[src/rtl/intc_pkg.sv]
`timescale 1ns/1ps
// Package: shared sizes and register offsets for the trigger interrupt controller.
// Assumes a 32-bit data path and byte offsets on a 5-bit address.
package intc_pkg;
    localparam int NSRC = 32;
    localparam int DW   = 32;
    localparam int AW   = 5;

    typedef enum logic [AW-1:0] {
        OFS_STAT  = 5'h00,
        OFS_MASK  = 5'h04,
        OFS_ACK   = 5'h08,
        OFS_MODE  = 5'h0C,
        OFS_POL   = 5'h10,
        OFS_ROUTE = 5'h14,
        OFS_NEXT  = 5'h18
    } reg_ofs_e;

    localparam logic [DW-1:0] NONE_PENDING = 32'h8000_0000;
endpackage

[src/rtl/intc_sync.sv]
`timescale 1ns/1ps
// Module: two-flop synchronizer with an extra history stage.
// Produces the current synchronized sample and the one before it for edge detection.
// Assumes the inputs are asynchronous level signals.
module intc_sync #(
    parameter int W = 32
) (
    input  logic         clk,
    input  logic         rst_n,
    input  logic [W-1:0] d_i,
    output logic [W-1:0] cur_o,
    output logic [W-1:0] prev_o
);
    logic [W-1:0] meta_q;
    logic [W-1:0] cur_q;
    logic [W-1:0] prev_q;

    // Shift the raw inputs through two stages, then keep one sample of history.
    always_ff @(posedge clk) begin
        if (!rst_n) begin
            meta_q <= '0;
            cur_q  <= '0;
            prev_q <= '0;
        end else begin
            meta_q <= d_i;
            cur_q  <= meta_q;
            prev_q <= cur_q;
        end
    end

    assign cur_o  = cur_q;
    assign prev_o = prev_q;
endmodule

[src/rtl/intc_detect.sv]
`timescale 1ns/1ps
// Module: per-line trigger qualification and sticky edge flags.
// A level line reports its polarity-corrected sample directly. An edge line
// reports a flag set by the chosen transition and cleared by an acknowledge bit.
// Set wins over clear in the same cycle. Assumes synchronized inputs.
module intc_detect #(
    parameter int N = 32
) (
    input  logic         clk,
    input  logic         rst_n,
    input  logic [N-1:0] cur_i,
    input  logic [N-1:0] prev_i,
    input  logic [N-1:0] mode_i,
    input  logic [N-1:0] pol_i,
    input  logic         ack_en_i,
    input  logic [N-1:0] ack_bits_i,
    output logic [N-1:0] evt_o,
    output logic [N-1:0] edge_o,
    output logic [N-1:0] raw_o
);
    logic [N-1:0] edge_q;

    for (genvar g = 0; g < N; g++) begin : g_line
        logic rise_w;
        logic fall_w;
        assign rise_w   = cur_i[g] & ~prev_i[g];
        assign fall_w   = ~cur_i[g] & prev_i[g];
        assign evt_o[g] = mode_i[g] & (pol_i[g] ? fall_w : rise_w);

        // Hold an edge event until acknowledged; a fresh event beats the clear.
        always_ff @(posedge clk) begin
            if (!rst_n) begin
                edge_q[g] <= 1'b0;
            end else if (evt_o[g]) begin
                edge_q[g] <= 1'b1;
            end else if (ack_en_i && ack_bits_i[g]) begin
                edge_q[g] <= 1'b0;
            end
        end

        assign raw_o[g] = mode_i[g] ? edge_q[g] : (cur_i[g] ^ pol_i[g]);
    end

    assign edge_o = edge_q;
endmodule

[src/rtl/intc_prio.sv]
`timescale 1ns/1ps
// Module: lowest-index-first encoder for the next-line word.
// Returns the index of the lowest set bit, or the none-pending code when empty.
module intc_prio #(
    parameter int N = 32
) (
    input  logic [N-1:0]           vec_i,
    output logic [intc_pkg::DW-1:0] word_o
);
    // Scan from the top so the lowest set bit is the last one written.
    always_comb begin
        word_o = intc_pkg::NONE_PENDING;
        for (int i = N - 1; i >= 0; i--) begin
            if (vec_i[i]) word_o = intc_pkg::DW'(i);
        end
    end
endmodule

[src/rtl/intc_regs.sv]
`timescale 1ns/1ps
// Module: configuration registers, acknowledge decode and registered read port.
// Assumes single-cycle strobes; unmapped or misaligned reads return zero.
module intc_regs
    import intc_pkg::*;
#(
    parameter int N = NSRC
) (
    input  logic          clk,
    input  logic          rst_n,
    input  logic          wr_i,
    input  logic          rd_i,
    input  logic [AW-1:0] addr_i,
    input  logic [DW-1:0] wdata_i,
    input  logic [N-1:0]  raw_i,
    input  logic [DW-1:0] next_i,
    output logic [N-1:0]  mask_o,
    output logic [N-1:0]  mode_o,
    output logic [N-1:0]  pol_o,
    output logic [N-1:0]  route_o,
    output logic          ack_en_o,
    output logic [N-1:0]  ack_bits_o,
    output logic [DW-1:0] rdata_o
);
    logic [N-1:0]  mask_q, mode_q, pol_q, route_q;
    logic [DW-1:0] rdata_q;
    logic [DW-1:0] rmux_w;

    // Capture writes to the four writable configuration words.
    always_ff @(posedge clk) begin
        if (!rst_n) begin
            mask_q  <= '1;
            mode_q  <= '0;
            pol_q   <= '0;
            route_q <= '0;
        end else if (wr_i) begin
            case (addr_i)
                OFS_MASK:  mask_q  <= wdata_i[N-1:0];
                OFS_MODE:  mode_q  <= wdata_i[N-1:0];
                OFS_POL:   pol_q   <= wdata_i[N-1:0];
                OFS_ROUTE: route_q <= wdata_i[N-1:0];
                default:   ;
            endcase
        end
    end

    // Acknowledge is a pulse carrying the write data as a clear vector.
    assign ack_en_o   = wr_i && (addr_i == OFS_ACK);
    assign ack_bits_o = wdata_i[N-1:0];

    // Select the read word for the current offset.
    always_comb begin
        rmux_w = '0;
        case (addr_i)
            OFS_STAT:  rmux_w[N-1:0] = raw_i;
            OFS_MASK:  rmux_w[N-1:0] = mask_q;
            OFS_MODE:  rmux_w[N-1:0] = mode_q;
            OFS_POL:   rmux_w[N-1:0] = pol_q;
            OFS_ROUTE: rmux_w[N-1:0] = route_q;
            OFS_NEXT:  rmux_w        = next_i;
            default:   rmux_w        = '0;
        endcase
    end

    // Register read data on a strobe and hold it otherwise.
    always_ff @(posedge clk) begin
        if (!rst_n) begin
            rdata_q <= '0;
        end else if (rd_i) begin
            rdata_q <= rmux_w;
        end
    end

    assign mask_o  = mask_q;
    assign mode_o  = mode_q;
    assign pol_o   = pol_q;
    assign route_o = route_q;
    assign rdata_o = rdata_q;
endmodule

[src/rtl/trig_intc.sv]
`timescale 1ns/1ps
// Module: top of the configurable trigger interrupt controller.
// Synchronizes the sources, qualifies them, masks them and steers each to the
// normal or fast request. Both requests are registered.
module trig_intc
    import intc_pkg::*;
(
    input  logic             clk,
    input  logic             rst_n,
    input  logic [NSRC-1:0]  src_i,
    input  logic             bus_wr,
    input  logic             bus_rd,
    input  logic [AW-1:0]    bus_addr,
    input  logic [DW-1:0]    bus_wdata,
    output logic [DW-1:0]    bus_rdata,
    output logic             irq_o,
    output logic             fiq_o
);
    logic [NSRC-1:0] cur_w, prev_w;
    logic [NSRC-1:0] mask_w, mode_w, pol_w, route_w;
    logic            ack_en_w;
    logic [NSRC-1:0] ack_bits_w;
    logic [NSRC-1:0] evt_w, edge_w, raw_w;
    logic [NSRC-1:0] pend_w, irq_vec_w, fiq_vec_w;
    logic [DW-1:0]   next_w;
    logic            irq_q, fiq_q;

    intc_sync #(.W(NSRC)) u_sync (
        .clk(clk), .rst_n(rst_n), .d_i(src_i), .cur_o(cur_w), .prev_o(prev_w)
    );

    intc_detect #(.N(NSRC)) u_det (
        .clk(clk), .rst_n(rst_n), .cur_i(cur_w), .prev_i(prev_w),
        .mode_i(mode_w), .pol_i(pol_w), .ack_en_i(ack_en_w),
        .ack_bits_i(ack_bits_w), .evt_o(evt_w), .edge_o(edge_w), .raw_o(raw_w)
    );

    assign pend_w    = raw_w & ~mask_w;
    assign irq_vec_w = pend_w & ~route_w;
    assign fiq_vec_w = pend_w & route_w;

    intc_prio #(.N(NSRC)) u_prio (
        .vec_i(irq_vec_w), .word_o(next_w)
    );

    intc_regs #(.N(NSRC)) u_regs (
        .clk(clk), .rst_n(rst_n), .wr_i(bus_wr), .rd_i(bus_rd),
        .addr_i(bus_addr), .wdata_i(bus_wdata), .raw_i(raw_w), .next_i(next_w),
        .mask_o(mask_w), .mode_o(mode_w), .pol_o(pol_w), .route_o(route_w),
        .ack_en_o(ack_en_w), .ack_bits_o(ack_bits_w), .rdata_o(bus_rdata)
    );

    // Register the two request outputs from the steered pending vectors.
    always_ff @(posedge clk) begin
        if (!rst_n) begin
            irq_q <= 1'b0;
            fiq_q <= 1'b0;
        end else begin
            irq_q <= |irq_vec_w;
            fiq_q <= |fiq_vec_w;
        end
    end

    assign irq_o = irq_q;
    assign fiq_o = fiq_q;
endmodule

[config.mk]
export PLATFORM = sky130hd
export DESIGN_NAME = trig_intc
export DESIGN_NICKNAME = d
export VERILOG_FILES = /design/src/rtl/intc_pkg.sv /design/src/rtl/intc_sync.sv /design/src/rtl/intc_detect.sv /design/src/rtl/intc_prio.sv /design/src/rtl/intc_regs.sv /design/src/rtl/trig_intc.sv
export SDC_FILE = /design/constraint.sdc
export NUM_CORES = 1
export LEC_CHECK = 0
export ABC_AREA = 1
export CORE_MARGIN = 2
export CORE_UTILIZATION = 51
export DETAILED_ROUTE_END_ITERATION = 10
export PLACE_DENSITY = 0.71
export SYNTH_ARGS = -nofsm -noshare
export SYNTH_HDL_FRONTEND = slang
export SYNTH_HIERARCHICAL = 1
export SYNTH_SLANG_ARGS = --single-unit
export TNS_END_PERCENT = 1
[constraint.sdc]
create_clock -name clk -period 3.5 [get_ports clk]
set_input_delay 0.7 -clock clk [delete_from_list [all_inputs] [get_ports clk]]
set_output_delay 0.7 -clock clk [all_outputs]
set_load 0.01 [all_outputs]
==> results.json, run 1 <==
{
  "drc": 0,
  "ioPinCount": 107,
  "avgSynthCellArea_um2": 6.574,
  "antenna_cells": 0,
  "yosys_warnings": 6,
  "peakVddDrop_mv": 0.4012,
  "dieArea_um2": 30420,
  "drv_cap": 0,
  "clk_pin_slew_ns": 0.06,
  "fillers": 2688,
  "port_buffers": 106,
  "fin_nets": 2333,
  "cts_buffers": 31,
  "setup-violations-final": 0,
  "pwr-share-seq": 0.453,
  "finalCriticalPeriod_ns": 2.948,
  "root_buffer": "clkbuf_16",
  "slowest_stage": "a31oi_1",
  "vias_per_cell": 5.268,
  "clock_path_buffers": 3,
  "hp-start": "u_sync/meta_q[5]",
  "worst_pin_slew_ns": 0.9249,
  "post_cts_buffers": 0,
  "cp-end-kind": "flip-flop",
  "worstSetupStartpointType": "flip-flop",
  "grt_pass1_vias": 12760,
  "rsz0062_at_grt": "false",
  "ctsHoldBuffers": 0,
  "finalHoldViolCount": 0,
  "worst_hold_path_type": "flip-flop to flip-flop",
  "fmax_ghz": 0.3392,
  "grt_max_degree": 139,
  "fin_skew_ns": 0.01962,
  "grt_overflow": 0,
  "maxSlewHeadroom": 0.3825,
  "core_um2": 28630,
  "leakage_nw": 8.161,
  "layout-area-overhead-vs-synth_pct": 13.09,
  "routedWlPerCell_um": 14.82,
  "start_util": 0.5174,
  "antenna_found_initial": 0,
  "post_cts_resized": 0,
  "die_x_um": 174.4,
  "cpPeakStageDelay_ns": 0.36,
  "final_common_cell": "nand2_1",
  "cp_max_fo": 4,
  "drv_slew": 0,
  "grt_usage": 0.2569,
  "outcome": "completed",
  "path_class": "flip-flop to flip-flop",
  "drive_gt1_frac": 0.05650,
  "sw_frac_of_total": 0.2402,
  "p_per_area_nw_per_um2": 453.3,
  "drt-total-wl_mm": 39.52,
  "grt_pass1_wl_mm": 64.19,
  "p_int_mw": 5.768,
  "place_hpwl_mm": 24.44,
  "cts_max_level": 1,
  "comb_power_share": 0.083,
  "fp.dieH_um": 174.4,
  "pre_cts_slack_ns": 0.5845,
  "drtIter0Drc": 1431,
  "crit_path_frequent_cell": "nand2_1",
  "startpoint": "u_regs/pol_o[27]",
  "clkPwrFrac": 0.463,
  "power_switching_mw": 1.824,
  "vias": 14050,
  "gp_congestion": 0.8823,
  "first_pass_iters": 6,
  "synth_area_um2": 14810,
  "postRouteAntennaNets": 0,
  "fin_tns_setup_ns": 0,
  "synthCells": 2253,
  "numClockSinks": 290,
  "fin_crit_sh": 0.8423,
  "cts_tree": "yes",
  "rows": 62,
  "final_cell_mix": "525 x nand2_1, 364 x inv_1, 290 x dfxtp_1, 264 x nor2_1, 190 x nand4_1",
  "required_ns": 3.99,
  "worstSkewPairLatency_ns": 0.58,
  "worst_slack_ns": 0.5520,
  "critPathArrivalTime_ns": 3.44,
  "r2r_start": "u_regs/pol_o[27]"
}
routing by layer:
metal,vias up,track usage,wire length (µm)
met1,6431,0.3424,17710
met4,0,0.07948,1009
met2,478,0.4302,18040
li1,7069,-,-
met5,-,0,0
met3,72,0.03718,2761
stage by stage:
stage	util	cell area (µm²)	total power, mW	hold WS [ns]	cells
floorplan	-	14900	3.914	0.3905	2278
global placement	0.5466	15650	4.123	0.3915	2611
detailed placement	0.5466	15650	4.136	0.3981	2611
CTS	0.5849	16740	7.638	0.4109	2667
global route	0.5851	16750	7.886	0.4290	2667
finish	0.5851	16750	7.592	0.4053	2667
critical path: cells and delay by family (launching register included):
| family | cells | cell delay, ns |
|---|---|---|
| AO/OA/AOI/OAI | 3 | 0.57 |
| buffers and inverters | 3 | 0.23 |
| flip-flops | 1 | 0.33 |
| AND/OR/NAND/NOR | 31 | 1.74 |
state kept, by name, summed over array words and instances (netlist names):
signal and count:
fiq_o 1, irq_o 1, u_det/edge_o 32, u_regs/mask_o 32, u_regs/mode_o 32, u_regs/pol_o 32
u_regs/rdata_o 32, u_regs/route_o 32, u_sync/cur_o 32, u_sync/meta_q 32, u_sync/prev_o 32
layout make-up:
class | instances | area (µm²) | share of cell area
clock inverter | 11 | 187.7 | 0.01120
multi-input combinational | 1424 | 6606 | 0.3944
timing repair buffer | 133 | 1335 | 0.07970
tap | 384 | 480.5 | 0.02868
inverter | 380 | 1426 | 0.08516
sequential | 290 | 5806 | 0.3466
clock buffer | 45 | 908.4 | 0.05423
power groups by stage:
stage	Clock (mW)	Sequential (mW)	Combinational, mW
floorplan	0	3.51	0.405
global placement	0	3.51	0.610
detailed placement	0	3.51	0.622
CTS	3.57	3.44	0.625
global route	3.74	3.45	0.695
finish	3.52	3.44	0.632
final timing paths:
| check | end | slack (ns) | cells after the start |
|---|---|---|---|
| worst max register to register | u_regs/rdata_o[0] | 0.55 | 37 |
| worst min register to register | u_sync/cur_o[5] | 0.41 | 2 |
| worst max-delay path | u_regs/rdata_o[0] | 0.55 | 37 |
| worst min-delay path | u_sync/cur_o[5] | 0.41 | 2 |
No activity file was read; power rests on OpenSTA's default activity.
==> run 2: changes to the inputs <==
PLACE_DENSITY = 0.74   (was 0.71)
clock period = 2.4 ns   (was 3.5 ns; I/O delays follow)
==> run 2 against run 1 <==
Compared with the run above: the flow now finishes with violations (setup timing); total power up 48%; fmax up 2.9%; design area up 5.8%; highest routed layer unchanged.
==> results.json, run 2 (same netlist as run 1, synthesis figures left out) <==
{
  "outcome": "finished, violations left",
  "holdWs_ns": 0.3128,
  "worst_pin_slew_ns": 0.7598,
  "required_ns": 2.89,
  "root_buffer": "clkbuf_16",
  "pre_cts_slack_ns": -0.4184,
  "clock_path_buffers": 3,
  "routedWlPerCell_um": 15.32,
  "first_pass_iters": 6,
  "cts_buffers": 30,
  "vias": 14650,
  "ioPinCount": 107,
  "final_cell_mix": "520 x nand2_1, 359 x inv_1, 280 x dfxtp_1, 261 x nor2_1, 190 x nand4_1",
  "reg2regPathDepth": 26,
  "clk_pin_slew_ns": 0.06,
  "fmax_ghz": 0.3492,
  "whs_endpoint": "u_sync/cur_o[24]",
  "peakVddDrop_mv": 0.5857,
  "r2r_end": "u_regs/rdata_o[1]",
  "fp.dieH_um": 174.4,
  "vias_per_cell": 5.305,
  "setup-violations-final": 2,
  "final_util": 0.6192,
  "leakage_nw": 8.721,
  "grt_pass1_vias": 13750,
  "r2r_start": "u_regs/pol_o[30]",
  "maxSlewHeadroom": 0.4928,
  "dp.cells": 2702,
  "critPathArrivalTime_ns": 3.35,
  "rows": 62,
  "fin_skew_ns": 0.01074,
  "worst_slack_ns": -0.4640,
  "p_total_mw": 11.24,
  "grt_usage": 0.2734,
  "postRouteAntennaNets": 0,
  "grt_max_degree": 72,
  "finalHoldViolCount": 0,
  "drv_slew": 0,
  "rsz0062_at_grt": "true",
  "worst_hold_path_type": "input pin to flip-flop",
  "violations": "setup timing",
  "fin_crit_sh": 1.193,
  "finalCriticalPeriod_ns": 2.864,
  "fin_nets": 2429,
  "numClockSinks": 290,
  "p_per_area_nw_per_um2": 634.4,
  "cpPeakStageDelay_ns": 0.33,
  "worstSkewPairLatency_ns": 0.56,
  "final_common_cell": "nand2_1",
  "cp_max_fo": 3,
  "grt_pass1_wl_mm": 68.45,
  "cp-end-kind": "flip-flop",
  "layout-area-overhead-vs-synth_pct": 19.67,
  "hp-start": "rst_n",
  "grt_overflow": 0,
  "final_cells": 2761,
  "drc": 0,
  "r2r_slack_ns": -0.46,
  "port_buffers": 106,
  "dieArea_um2": 30420,
  "stdcell_area_um2": 17720,
  "ctsHoldBuffers": 0,
  "min_path_cells": 3,
  "start_util": 0.5174,
  "drtIter0Drc": 1467,
  "gp_congestion": 0.8622,
  "drive_gt1_frac": 0.1090,
  "drt-total-wl_mm": 42.29,
  "drv_cap": 0,
  "core_um2": 28630,
  "path_class": "flip-flop to flip-flop",
  "dpl-instance-area_um2": 16470,
  "crit_path_frequent_cell": "nand2_1",
  "die_x_um": 174.4,
  "antenna_cells": 0,
  "cts_tree": "yes",
  "antenna_found_initial": 0,
  "place_hpwl_mm": 27.27,
  "cts_max_level": 1,
  "slowest_stage": "dfxtp_2",
  "worstSetupStartpointType": "flip-flop",
  "fin_tns_setup_ns": -0.8760
}
[run 2: cell types whose count changed in the layout (fill, tap and decap cells not counted), sizes merged]
cell | previous run | this run
buf | 29 | 126
clkinv | 4 | 2
clkinvlp | 0 | 2
inv | 382 | 380
clkbuf | 45 | 44
[run 2: what timing repair did]
action                                  in CTS  in global routing
pin swaps                                    9                  2
resized for setup                           16                 14
cloned                                       0                  0
setup buffers                                6                  0
endpoints found under the setup margin       2                  6
[run 2: report_power, final]
part           leakage (nW)  switching [mW]  total (mW)  internal, mW
registers              2.37          0.0788        5.02          4.94
clock network         0.548            1.96        5.20          3.23
logic                  5.81           0.629        1.03         0.399
[run 2: area by class of cell]
cell class,instances,area [µm²]
fill,2511,10900
multi-input combinational,1424,6703
timing repair buffer,230,2176
sequential,290,5818
inverter,380,1426
tap,384,480.5
clock buffer,44,944.7
clock inverter,9,175.2
[run 2: worst max-delay path, delay by kind of cell, from the launching register on]
family	cells	cell delay, ns
AO/OA/AOI/OAI	6	0.92
buffers and inverters	6	0.53
flip-flops	1	0.33
AND/OR/NAND/NOR	14	1.02
[run 2: worst max-delay path by stage]
stage / start / to / slack, ns
2_1_floorplan: u_sync/cur_o[29] / u_regs/rdata_o[0] / -0.06
3_3_place_gp: u_sync/cur_o[29] / u_regs/rdata_o[0] / -0.39
3_5_place_dp: u_sync/cur_o[29] / u_regs/rdata_o[0] / -0.42
4_1_cts: u_sync/cur_o[29] / u_regs/rdata_o[0] / -0.38
5_1_grt: u_regs/mode_o[31] / u_regs/rdata_o[0] / -0.76
6_report: u_regs/pol_o[30] / u_regs/rdata_o[1] / -0.46
[run 2: metal layers]
metal | track usage | share of wire
met1 | 0.3546 | 0.43
met2 | 0.4645 | 0.47
met3 | 0.04287 | 0.074
met4 | 0.08999 | 0.030
met5 | 0 | 0
==> run 3: changes to the inputs <==
CORE_UTILIZATION = 30   (was 51)
PLACE_DENSITY = unset   (was 0.74)
==> run 3 against run 2 <==
Compared with the run above: the run still ends with setup timing left; clock power down 2%; final cell count up 11%; setup slack better by 0.042 ns; flip-flop and latch count unchanged; first-iteration DRC count down 30%; hold slack worse by 0.035 ns; die area up 68%; total power down 0.86%; clock-buffer cell count up 3; combinational power about the same; sequential share of layout area down 0.71 points; core utilization down 25 points; critical path type unchanged; largest cell class unchanged; largest power group unchanged.
==> results.json, run 3 (same netlist as run 1, synthesis figures left out) <==
{
  "dpl-instance-area_um2": 16760,
  "fin_nets": 2442,
  "drtIter0Drc": 1029,
  "place_hpwl_mm": 28.94,
  "final_cell_mix": "520 x nand2_1, 358 x inv_1, 282 x dfxtp_1, 263 x nor2_1, 190 x nand4_1",
  "cp_max_fo": 3,
  "drv_slew": 0,
  "fmax_ghz": 0.3543,
  "vias": 14450,
  "gp_congestion": 0.7972,
  "final_cells": 3057,
  "maxSlewHeadroom": 0.4579,
  "drt-total-wl_mm": 45.34,
  "clk_pin_slew_ns": 0.06,
  "worst_slack_ns": -0.4223,
  "clkPwrFrac": 0.458,
  "grt_overflow": 0,
  "rows": 81,
  "violations": "setup timing",
  "core_um2": 48850,
  "drc": 0,
  "cts_max_level": 2,
  "outcome": "finished, violations left",
  "cts_tree": "yes",
  "grt_pass1_vias": 13860,
  "antenna_found_initial": 2,
  "die_x_um": 226.2,
  "cp-end-kind": "flip-flop",
  "layout-area-overhead-vs-synth_pct": 22.25,
  "p_int_mw": 8.378,
  "finalHoldViolCount": 0,
  "worst_hold_path_type": "input pin to flip-flop",
  "dieArea_um2": 51160,
  "required_ns": 2.86,
  "worst_pin_slew_ns": 0.8120,
  "clock_path_buffers": 3,
  "comb_power_share": 0.091,
  "fin_skew_ns": 0.02042,
  "finalCriticalPeriod_ns": 2.822,
  "path_class": "flip-flop to flip-flop",
  "cts_buffers": 34,
  "sw_frac_of_total": 0.2484,
  "pwr-share-seq": 0.451,
  "grt_pass1_wl_mm": 72.37,
  "drv_cap": 0,
  "start_util": 0.3032,
  "rsz0062_at_grt": "true",
  "numClockSinks": 290,
  "postRouteAntennaNets": 0,
  "ioPinCount": 107,
  "worstSkewPairLatency_ns": 0.53,
  "peakVddDrop_mv": 0.4249,
  "setup-violations-final": 5,
  "power_switching_mw": 2.769,
  "stdcell_area_um2": 18110,
  "fp.dieH_um": 226.2,
  "critPathArrivalTime_ns": 3.28,
  "first_pass_iters": 5,
  "worstSetupStartpointType": "flip-flop",
  "vias_per_cell": 4.728,
  "root_buffer": "clkbuf_16",
  "final_common_cell": "nand2_1",
  "grt_max_degree": 109,
  "drive_gt1_frac": 0.1116,
  "fillers": 5248,
  "p_per_area_nw_per_um2": 615.6,
  "leakage_nw": 8.744,
  "grt_usage": 0.1760,
  "port_buffers": 106,
  "routedWlPerCell_um": 14.83,
  "fin_crit_sh": 1.176,
  "dp.cells": 2976
}
==> run 3: layout make-up <==
cell class                      count  area [µm²]  area share
Timing Repair Buffer              239        2231      0.1232
Antenna cell                        1       2.502   0.0001382
Sequential cell                   290        5816      0.3212
Clock inverter                     12       131.4    0.007256
Tap cell                          664       830.8     0.04588
Inverter                          380        1426     0.07878
Multi-Input combinational cell   1424        6699      0.3700
Clock buffer                       47       969.7     0.05356
==> run 3: critical path, stage by stage, from the launching register on <==
cell and delay [ns]:
dfxtp_2 0.33, inv_2 0.05, nand2_2 0.07, a31oi_4 0.18, nand3b_1 0.13, inv_1 0.09, buf_4 0.10, buf_4 0.09
buf_4 0.09, nor2_1 0.03, inv_1 0.09, a311oi_1 0.11, o31ai_1 0.25, nand2_1 0.09, nand2_1 0.07, nand2_1 0.06
nand2_1 0.07, nand2_1 0.05, nand2_1 0.05, nand2_1 0.05, nand2_1 0.06, a21oi_1 0.06, a211oi_1 0.21, nand4_1 0.13
nand2_1 0.10, nor2_1 0.05, a21oi_1 0.11
==> run 3: through the flow <==
stage,util,hold slack (ns),power [mW],setup slack (ns),TNS [ns]
finish,0.3707,0.2777,11.15,-0.4223,-1.165
global route,0.3707,0.2706,11.59,-0.7776,-2.805
CTS,0.3702,0.2506,11.28,-0.3729,-0.9656
detailed placement,0.3431,0.3982,6.130,-0.4117,-0.6614
global placement,0.3431,0.3971,6.111,-0.4420,-0.5834
floorplan,-,0.3905,5.709,-0.05977,-0.05977
==> run 3: per-layer routing <==
| metal | track usage | routed length [µm] | vias up |
|---|---|---|---|
| met5 | 0 | 10 | - |
| met4 | 0.05772 | 940 | 2 |
| met3 | 0.02823 | 2694 | 66 |
| met2 | 0.2929 | 21100 | 420 |
| met1 | 0.2317 | 20600 | 6675 |
| li1 | - | - | 7290 |
==> run 3: final timing paths <==
| kind | slack (ns) | depth (start not counted) | endpoint | start |
|---|---|---|---|---|
| setup / recovery | -0.42 | 26 | u_regs/rdata_o[1] | u_sync/cur_o[31] |
| hold / removal | 0.28 | 2 | u_regs/mask_o[15] | rst_n |
| setup reg to reg | -0.42 | 26 | u_regs/rdata_o[1] | u_sync/cur_o[31] |
| hold reg to reg | 0.41 | 2 | u_sync/cur_o[4] | u_sync/meta_q[4] |
==> run 3: timing repair <==
action,in CTS,in global routing
resized for setup,22,3
setup endpoints to repair,3,7
setup buffers,19,2
hold buffers,0,0
pin swaps,7,5
==> run 3: power groups by stage <==
stage	logic, mW	registers [mW]	clock network (mW)
after floorplan	0.592	5.12	0
after global placement	0.985	5.13	0
after detailed placement	0.999	5.13	0
after CTS	1.01	5.03	5.24
after global routing	1.12	5.04	5.43
final	1.02	5.03	5.10
